==> config.mk <==
export PLATFORM = sky130hd
export DESIGN_NAME = nv_xfer_seq
export DESIGN_NICKNAME = d
export VERILOG_FILES = /design/src/rtl/nvs_pkg.sv /design/src/rtl/nvs_phase_timer.sv /design/src/rtl/nvs_req_arb.sv /design/src/rtl/nv_xfer_seq.sv
export SDC_FILE = /design/constraint.sdc
export NUM_CORES = 1
export LEC_CHECK = 0
export ABC_CLOCK_PERIOD_IN_PS = 1400
export CORE_AREA = 2 2 39 41
export CTS_CLUSTER_DIAMETER = 150
export DETAILED_ROUTE_END_ITERATION = 8
export DIE_AREA = 0 0 41 43
export PLACE_DENSITY = 0.7
export RECOVER_POWER = 25
export SLEW_MARGIN = 40
export SYNTH_ARGS = -nofsm -noshare
export SYNTH_HDL_FRONTEND = slang
export SYNTH_SLANG_ARGS = --single-unit
==> constraint.sdc <==
create_clock -name clk_i -period 1.4 [get_ports clk_i]
set_input_delay 0.42 -clock clk_i [delete_from_list [all_inputs] [get_ports clk_i]]
set_output_delay 0.42 -clock clk_i [all_outputs]
set_load 0.05 [all_outputs]
==> src/rtl/nvs_pkg.sv <==
package nvs_pkg;
  typedef enum logic [2:0] {
    PH_IDLE,
    PH_ERASE,
    PH_PROG,
    PH_CLEAR,
    PH_LOAD
  } phase_e;
endpackage

==> src/rtl/nvs_phase_timer.sv <==
module nvs_phase_timer #(
  parameter int CW   = 4,
  parameter int MAXV = 7
) (
  input  logic          clk_i,
  input  logic          rst_ni,
  input  logic          load_i,
  input  logic [CW-1:0] load_val_i,
  output logic          expire_o
);
  logic [CW-1:0] cnt_q;

  always_ff @(posedge clk_i or negedge rst_ni) begin
    if (!rst_ni)             cnt_q <= '0;
    else if (load_i)         cnt_q <= load_val_i;
    else if (cnt_q != '0)    cnt_q <= cnt_q - 1'b1;
  end

  assign expire_o = (cnt_q == '0);

  a_r3_cnt_bound: assert property (@(posedge clk_i) disable iff (!rst_ni)
    32'(cnt_q) <= MAXV);
endmodule

==> src/rtl/nvs_req_arb.sv <==
module nvs_req_arb (
  input  logic clk_i,
  input  logic rst_ni,
  input  logic idle_i,
  input  logic power_good_i,
  input  logic power_fail_i,
  input  logic auto_save_i,
  input  logic sw_store_i,
  input  logic sw_recall_i,
  output logic go_store_o,
  output logic go_recall_o,
  output logic blocked_o
);
  logic por_q, lock_q;
  logic ready, auto_go, por_go, sw_st, sw_rc;

  assign ready   = idle_i & power_good_i & ~lock_q;
  assign por_go  = ready & por_q;
  assign auto_go = ready & ~por_q & auto_save_i & power_fail_i;
  assign sw_st   = ready & ~por_q & ~auto_go & sw_store_i;
  assign sw_rc   = ready & ~por_q & ~auto_go & ~sw_store_i & sw_recall_i;

  assign go_store_o  = auto_go | sw_st;
  assign go_recall_o = por_go | sw_rc;
  assign blocked_o   = ~power_good_i | lock_q | por_q;

  // power-up restore request: latched while supply is low
  always_ff @(posedge clk_i or negedge rst_ni) begin
    if (!rst_ni)            por_q <= 1'b1;
    else if (!power_good_i) por_q <= 1'b1;
    else if (por_go)        por_q <= 1'b0;
  end

  // lock after automatic save until power cycles
  always_ff @(posedge clk_i or negedge rst_ni) begin
    if (!rst_ni)            lock_q <= 1'b0;
    else if (!power_good_i) lock_q <= 1'b0;
    else if (auto_go)       lock_q <= 1'b1;
  end

  a_r8_one_grant: assert property (@(posedge clk_i) disable iff (!rst_ni)
    !(go_store_o && go_recall_o));
  a_r5_por_first: assert property (@(posedge clk_i) disable iff (!rst_ni)
    (idle_i && power_good_i && por_q && !lock_q) |-> go_recall_o);
  a_r10_locked_quiet: assert property (@(posedge clk_i) disable iff (!rst_ni)
    (auto_go && power_good_i) |=> (!go_store_o && !go_recall_o));
endmodule

==> src/rtl/nv_xfer_seq.sv <==
module nv_xfer_seq #(
  parameter int STORE_CYCLES  = 16,
  parameter int RECALL_CYCLES = 12
) (
  input  logic clk_i,
  input  logic rst_ni,
  input  logic power_good_i,
  input  logic power_fail_i,
  input  logic auto_save_i,
  input  logic sw_store_i,
  input  logic sw_recall_i,
  output logic busy_o,
  output logic port_en_o,
  output logic erase_o,
  output logic program_o,
  output logic clear_o,
  output logic load_o
);
  import nvs_pkg::*;

  localparam int SPH   = (STORE_CYCLES / 2 > 0) ? STORE_CYCLES / 2 : 1;
  localparam int RPH   = (RECALL_CYCLES / 2 > 0) ? RECALL_CYCLES / 2 : 1;
  localparam int MAXPH = (SPH > RPH) ? SPH : RPH;
  localparam int CW    = $clog2(MAXPH + 1);
  localparam logic [CW-1:0] SLOAD = CW'(SPH - 1);
  localparam logic [CW-1:0] RLOAD = CW'(RPH - 1);

  phase_e        ph_q;
  logic          idle, go_store, go_recall, blocked, expire;
  logic          tmr_load;
  logic [CW-1:0] tmr_val;

  assign idle = (ph_q == PH_IDLE);

  nvs_req_arb u_arb (
    .clk_i        (clk_i),
    .rst_ni       (rst_ni),
    .idle_i       (idle),
    .power_good_i (power_good_i),
    .power_fail_i (power_fail_i),
    .auto_save_i  (auto_save_i),
    .sw_store_i   (sw_store_i),
    .sw_recall_i  (sw_recall_i),
    .go_store_o   (go_store),
    .go_recall_o  (go_recall),
    .blocked_o    (blocked)
  );

  always_comb begin
    tmr_load = 1'b0;
    tmr_val  = SLOAD;
    unique case (ph_q)
      PH_IDLE: begin
        tmr_load = go_store | go_recall;
        tmr_val  = go_store ? SLOAD : RLOAD;
      end
      PH_ERASE: begin
        tmr_load = expire;
        tmr_val  = SLOAD;
      end
      PH_CLEAR: begin
        tmr_load = expire;
        tmr_val  = RLOAD;
      end
      default: ;
    endcase
  end

  nvs_phase_timer #(.CW(CW), .MAXV(MAXPH - 1)) u_tmr (
    .clk_i      (clk_i),
    .rst_ni     (rst_ni),
    .load_i     (tmr_load),
    .load_val_i (tmr_val),
    .expire_o   (expire)
  );

  always_ff @(posedge clk_i or negedge rst_ni) begin
    if (!rst_ni) ph_q <= PH_IDLE;
    else begin
      unique case (ph_q)
        PH_IDLE: begin
          if (go_store)       ph_q <= PH_ERASE;
          else if (go_recall) ph_q <= PH_CLEAR;
        end
        PH_ERASE: if (expire) ph_q <= PH_PROG;
        PH_PROG:  if (expire) ph_q <= PH_IDLE;
        PH_CLEAR: if (expire) ph_q <= PH_LOAD;
        PH_LOAD:  if (expire) ph_q <= PH_IDLE;
        default:  ph_q <= PH_IDLE;
      endcase
    end
  end

  assign busy_o    = ~idle;
  assign port_en_o = idle & ~blocked;
  assign erase_o   = (ph_q == PH_ERASE);
  assign program_o = (ph_q == PH_PROG);
  assign clear_o   = (ph_q == PH_CLEAR);
  assign load_o    = (ph_q == PH_LOAD);

  a_r1_single_strobe: assert property (@(posedge clk_i) disable iff (!rst_ni)
    $onehot0({erase_o, program_o, clear_o, load_o}));
  a_r1_prog_after_erase: assert property (@(posedge clk_i) disable iff (!rst_ni)
    $rose(program_o) |-> $past(erase_o));
  a_r2_load_after_clear: assert property (@(posedge clk_i) disable iff (!rst_ni)
    $rose(load_o) |-> $past(clear_o));
  a_r4_port_off_busy: assert property (@(posedge clk_i) disable iff (!rst_ni)
    busy_o |-> !port_en_o);
  a_r3_busy_start: assert property (@(posedge clk_i) disable iff (!rst_ni)
    (idle && (go_store || go_recall)) |=> busy_o);
  a_r7_recall_no_nv: assert property (@(posedge clk_i) disable iff (!rst_ni)
    (idle && go_recall) |=> (clear_o && !erase_o && !program_o));
endmodule

-- Yosys cells after proc, flatten, opt, wreduce, memory -nomap -nowiden
Index checks and enable logic that the tools add are counted.
W data, S select, Z words.
- add/subtract/negate cells: 1
- multiply operators: 0
- divide/modulo/power cells: 0
- $lt $le $gt $ge: 0
- eq/ne operators: 10
- shift-type cells: 0
- multiplexer cells: 15
- bitwise logic cells: 23
- reduce and logical (&&, ||, !) cells: 7
- operators by type and width (operator ; count):
    $mux W3 ; 5
    $pmux W3 S4 ; 1
    $and A1 B1 Y1 ; 11
    $ne A2 B1 Y1 const B ; 5
    $mux W4 ; 2
    $not A1 Y1 ; 7
    $eq A3 B2 Y1 const B ; 2
    $or A1 B1 Y1 ; 5
    $logic_not A4 Y1 ; 1
    $mux W1 ; 4
    $pmux W2 S2 ; 1
    $reduce_and A4 Y1 ; 1
    $reduce_bool A4 Y1 ; 1
    $reduce_or A2 Y1 ; 2
    $sub A4 B1 Y4 const B ; 1
    $eq A3 B1 Y1 const B ; 1
    $eq A3 B3 Y1 const B ; 1
    $logic_not A3 Y1 ; 1
    $ne A3 B1 Y1 const B ; 1
    $mux W2 ; 1
    $pmux W1 S2 ; 1
    $reduce_bool A2 Y1 ; 1
- bits in registers: 9
- latch bits: 0
- bits in writable memories: 0
- memory bits (read-only): 0
- input bits: 7
- output and inout bits: 6
- logic and storage cells: 60
- memories kept: 0

-- Logic depth before layout (Yosys ltp)
- depth in word-level cells: 14
- mapped depth: 6
- mapped depth without buffers: 6

-- By module
A second synthesis with hierarchy kept.
- cells, all modules: 61
- area, all modules: 590.6 µm²
- modules (own cells, without submodules) (module ; instances ; cells each ; area each (µm²) ; seq. area each (µm²)):
    nvs_phase_timer ; 1 ; 22 ; 234.0 ; 100.1
    nv_xfer_seq ; 1 ; 27 ; 224.0 ; 75.1
    nvs_req_arb ; 1 ; 12 ; 132.6 ; 51.3

-- Worst setup path before layout
Ideal clock, no wire load.
- path type: reg-to-output
- start point: reg ph_q[0]
- end point: out port_en_o
- arrival time: 2091 ps
- setup slack: -1111 ps
- cell stages (with the launch flop): 4
- buffers on the path: 1
- path through: dfrtp_1 -> or3_1 -> buf_6 -> nor3_1
- word-level cells in the longest chain between the ends: 2
- ends and longest elaborated chain (what ; line ; text):
    start: declaration ; nv_xfer_seq.sv:28 ; phase_e ph_q;
    start signal: assignment ; nv_xfer_seq.sv:78 ; if (!rst_ni) ph_q <= PH_IDLE;
    start signal: assignment ; nv_xfer_seq.sv:82 ; if (go_store) ph_q <= PH_ERASE;
    start signal: assignment ; nv_xfer_seq.sv:83 ; else if (go_recall) ph_q <= PH_CLEAR;
    $logic_not A3 Y1 ; nv_xfer_seq.sv:33 ; assign idle = (ph_q == PH_IDLE);
    $and A1 B1 Y1 ; nv_xfer_seq.sv:95 ; assign port_en_o = idle & ~blocked;
    end: declaration ; nv_xfer_seq.sv:13 ; output logic port_en_o,
Every way passes these cells.

-- Worst setup path after layout
- start point: reg ph_q[1]
- end point: out port_en_o
Same word-level chain as after synthesis.

==> flow_summary.ini <==
[status]
outcome = complete, but fails checks
violations = setup timing

[clock_tree]
clock_path_buffers = 2
numCtsBuffers = 3
cts.root.buffer_cell = clkbuf_4
hold_buffers = 0
clk_pin_slew_ns = 0.07
tritoncts = done
cts_num_sinks = 9
h-tree-depth = 1
clock_latency_ns = 0.26

[layout]
syn_to_final_growth_pct = 98.55
fin_cells = 106
final_nets = 100
final_cell_area_um2 = 1026
antennaDiodeCount = 0
drive_above_1_share = 0.5778

[routing]
wire_per_inst_um = 13.85
top_layer_used = met4
wirelength_um = 1468
first_pass_iters = 3
vias = 521
drt_iter0_drc = 4
drcViolationCount = 0
ant_nets = 0
met1_length_um = 620
wl_met3_um = 47
route.met2.wl_um = 787
viasPerCell = 4.915

[placed_design]
hpwl_um = 947.7
globalplace.congestion = 0.7836
post_dp_cell_area_um2 = 839.6
port_buffers = 12
dpl.cell_count = 93

[global_route]
grt_pass1_wl_um = 2318
gr-usage-all-layers = 0.1998
grt-ovfl-total = 0
grt_max_degree = 10
antenna_found_initial = 0
grt_pass1_vias = 519

[timing]
fin_ws_ns = -0.5021
min_period_over_period = 1.359
setup_viol = 13
hold_viol = 0
rsz0062_at_grt = yes
tns_ns = -3.437
clock_skew_ns = 0.001231
fmax_mhz = 525.7
max_slew_margin = 0.7155
worst_slew_pin_slew_ns = 0.4253
final.min_clock_period_ns = 1.902
maxSlewViolCount = 0

[synth]
synth_compound_area_frac = 0.1646
synth_cell_types = 24
seq_area_frac_synth = 0.4383
synth_area_per_cell_um2 = 10.13
postSynthCellCount = 51
synth_fp_nets = 60
synth_top_area_frac = 0.3874
synth_fa_ha_area_frac = 0.04843
synth_top_family_by_area = simple AND/OR/NAND/NOR gates
synthMuxAreaShare = 0.04116
ys_warn_count = 0
synth_xor_area_frac = 0.03390
netlist_area_um2 = 516.7
synthTopCellsByArea = dfrtp_1 (39%), dfstp_2 (5.1%), a21oi_1 (4.8%), ha_1 (4.8%), a211oi_4 (3.9%)
synthSimpleGateAreaFrac = 0.2300
ys_seq_elements = 9
yosysTopAreaCell = dfrtp_1

[worst_setup_path]
cpPeakStageDelay_ns = 0.42
slowest_stage = or3_4
worstPathRequired_ns = 0.98
critPathKind = reg -> out
startpoint_type = flop
cp_data_arrival_time_ns = 1.48
cp_max_fo = 2
end_kind = output port
critical_path.cell_chain = or3_4 > nor3_4 > buf_12
worstRegToRegCells = 5

[pwr]
leakage_nw = 0.4662
peakVddDrop_mv = 1.608
fin_total_pwr_mw = 2.437
cellPowerDensity_nw_per_um2 = 2376

[floorplanning]
fp.dieH_um = 43
coreArea_um2 = 1384
die_w_um = 41
rows = 14
start_util = 0.3734
dieArea_um2 = 1763
io_pins = 13

[hold_path]
worstHoldPathType = in -> async

[run]
max_cap_viol_count = 0
[worst max-delay path: cells and delay by family (launching register included)]
kind          cells  cell delay [ns]
flops             1             0.40
buf+inv           1             0.17
simple gates      2             0.65
[cell usage in the layout (no fill, tap or decap), types with 2 or more instances in the layout]
cell and count:
xnor2_1 2, nor3_1 2, buf_4 17, dfrtp_1 8
nor3b_4 3, inv_2 3, clkdlybuf4s50_1 5, nor2_1 2
a21oi_1 4, buf_12 5, clkbuf_4 3, buf_6 8
nor2b_1 2, nand2b_1 3
[per-stage QoR]
| stage | hold slack [ns] | utilization | setup slack, ns |
|---|---|---|---|
| floorplan | 0.1244 | - | -0.4690 |
| global placement | 0.5587 | 0.6067 | -0.4325 |
| detailed placement | 0.5784 | 0.6067 | -0.4882 |
| CTS | 0.4648 | 0.6736 | -0.5128 |
| global route | 0.5564 | 0.7414 | -0.5583 |
| finish | 0.5235 | 0.7414 | -0.5021 |
[kinds of logic after synthesis]
family | count (synthesis)
xor+xnor | 2
simple gates | 20
buf+inv | 4
compound gates | 12
mux | 2
flops | 9
fa+ha+maj | 2
[cell usage after synthesis]
cell	count
nor2b_1	3
or2b_1	1
nor3_1	3
a221oi_1	1
nand2b_1	3
a21oi_1	5
nor3b_2	1
a31oi_1	1
buf_6	1
nand2_1	2
ha_1	2
nor3b_1	2
xnor2_1	2
mux2i_1	1
dfrtp_1	8
or3_1	2
nor2_1	3
o21a_1	1
o21bai_1	1
o21ai_0	2
inv_1	3
a211oi_4	1
mux2_2	1
dfstp_2	1
[worst paths after layout]
path | from | to | slack, ns
hold reg to reg | ph_q[2] | ph_q[1] | 0.59
max in group asynchronous | rst_ni | u_arb.por_q | 0.55
setup / recovery | ph_q[1] | port_en_o | -0.50
setup reg to reg | ph_q[1] | ph_q[1] | -0.29
min in group clk_i | ph_q[2] | ph_q[1] | 0.59
hold / removal | rst_ni | u_tmr.cnt_q[1] | 0.52
[cell type report]
class / instances / area (um^2)
clock buffer: 3 / 22.52
clock inverter: 1 / 5.005
fill: 96 / 357.8
inverter: 3 / 11.26
multi-input combinational: 38 / 362.8
sequential: 9 / 226.5
tap: 16 / 20.02
timing repair buffer: 36 / 377.9
[state kept, by name (all words and copies together), names as in the netlist]
register and cells:
u_tmr.cnt_q 4, u_arb.por_q 1, ph_q 3, u_arb.lock_q 1
[power by group]
| part | switching, mW | internal [mW] | total, mW |
|---|---|---|---|
| clock | 0.105 | 0.106 | 0.211 |
| combinational | 0.810 | 0.929 | 1.74 |
| sequential | 0.106 | 0.380 | 0.487 |
[routing by layer]
layer,GRT usage,up-vias
li1,-,258
met1,0.2500,250
met2,0.3125,11
met3,0.05236,2
met4,0.08000,0
met5,0,-
[timing repair]
item | in CTS | in global routing
pin swaps | 4 | 5
buffers inserted | 3 | 7
endpoints found under the hold margin | 0 | 0
endpoints found under the setup margin | 13 | 14
gates resized for setup | 10 | 14
gates cloned | 0 | 0
Power figures use the tool's default switching activity.
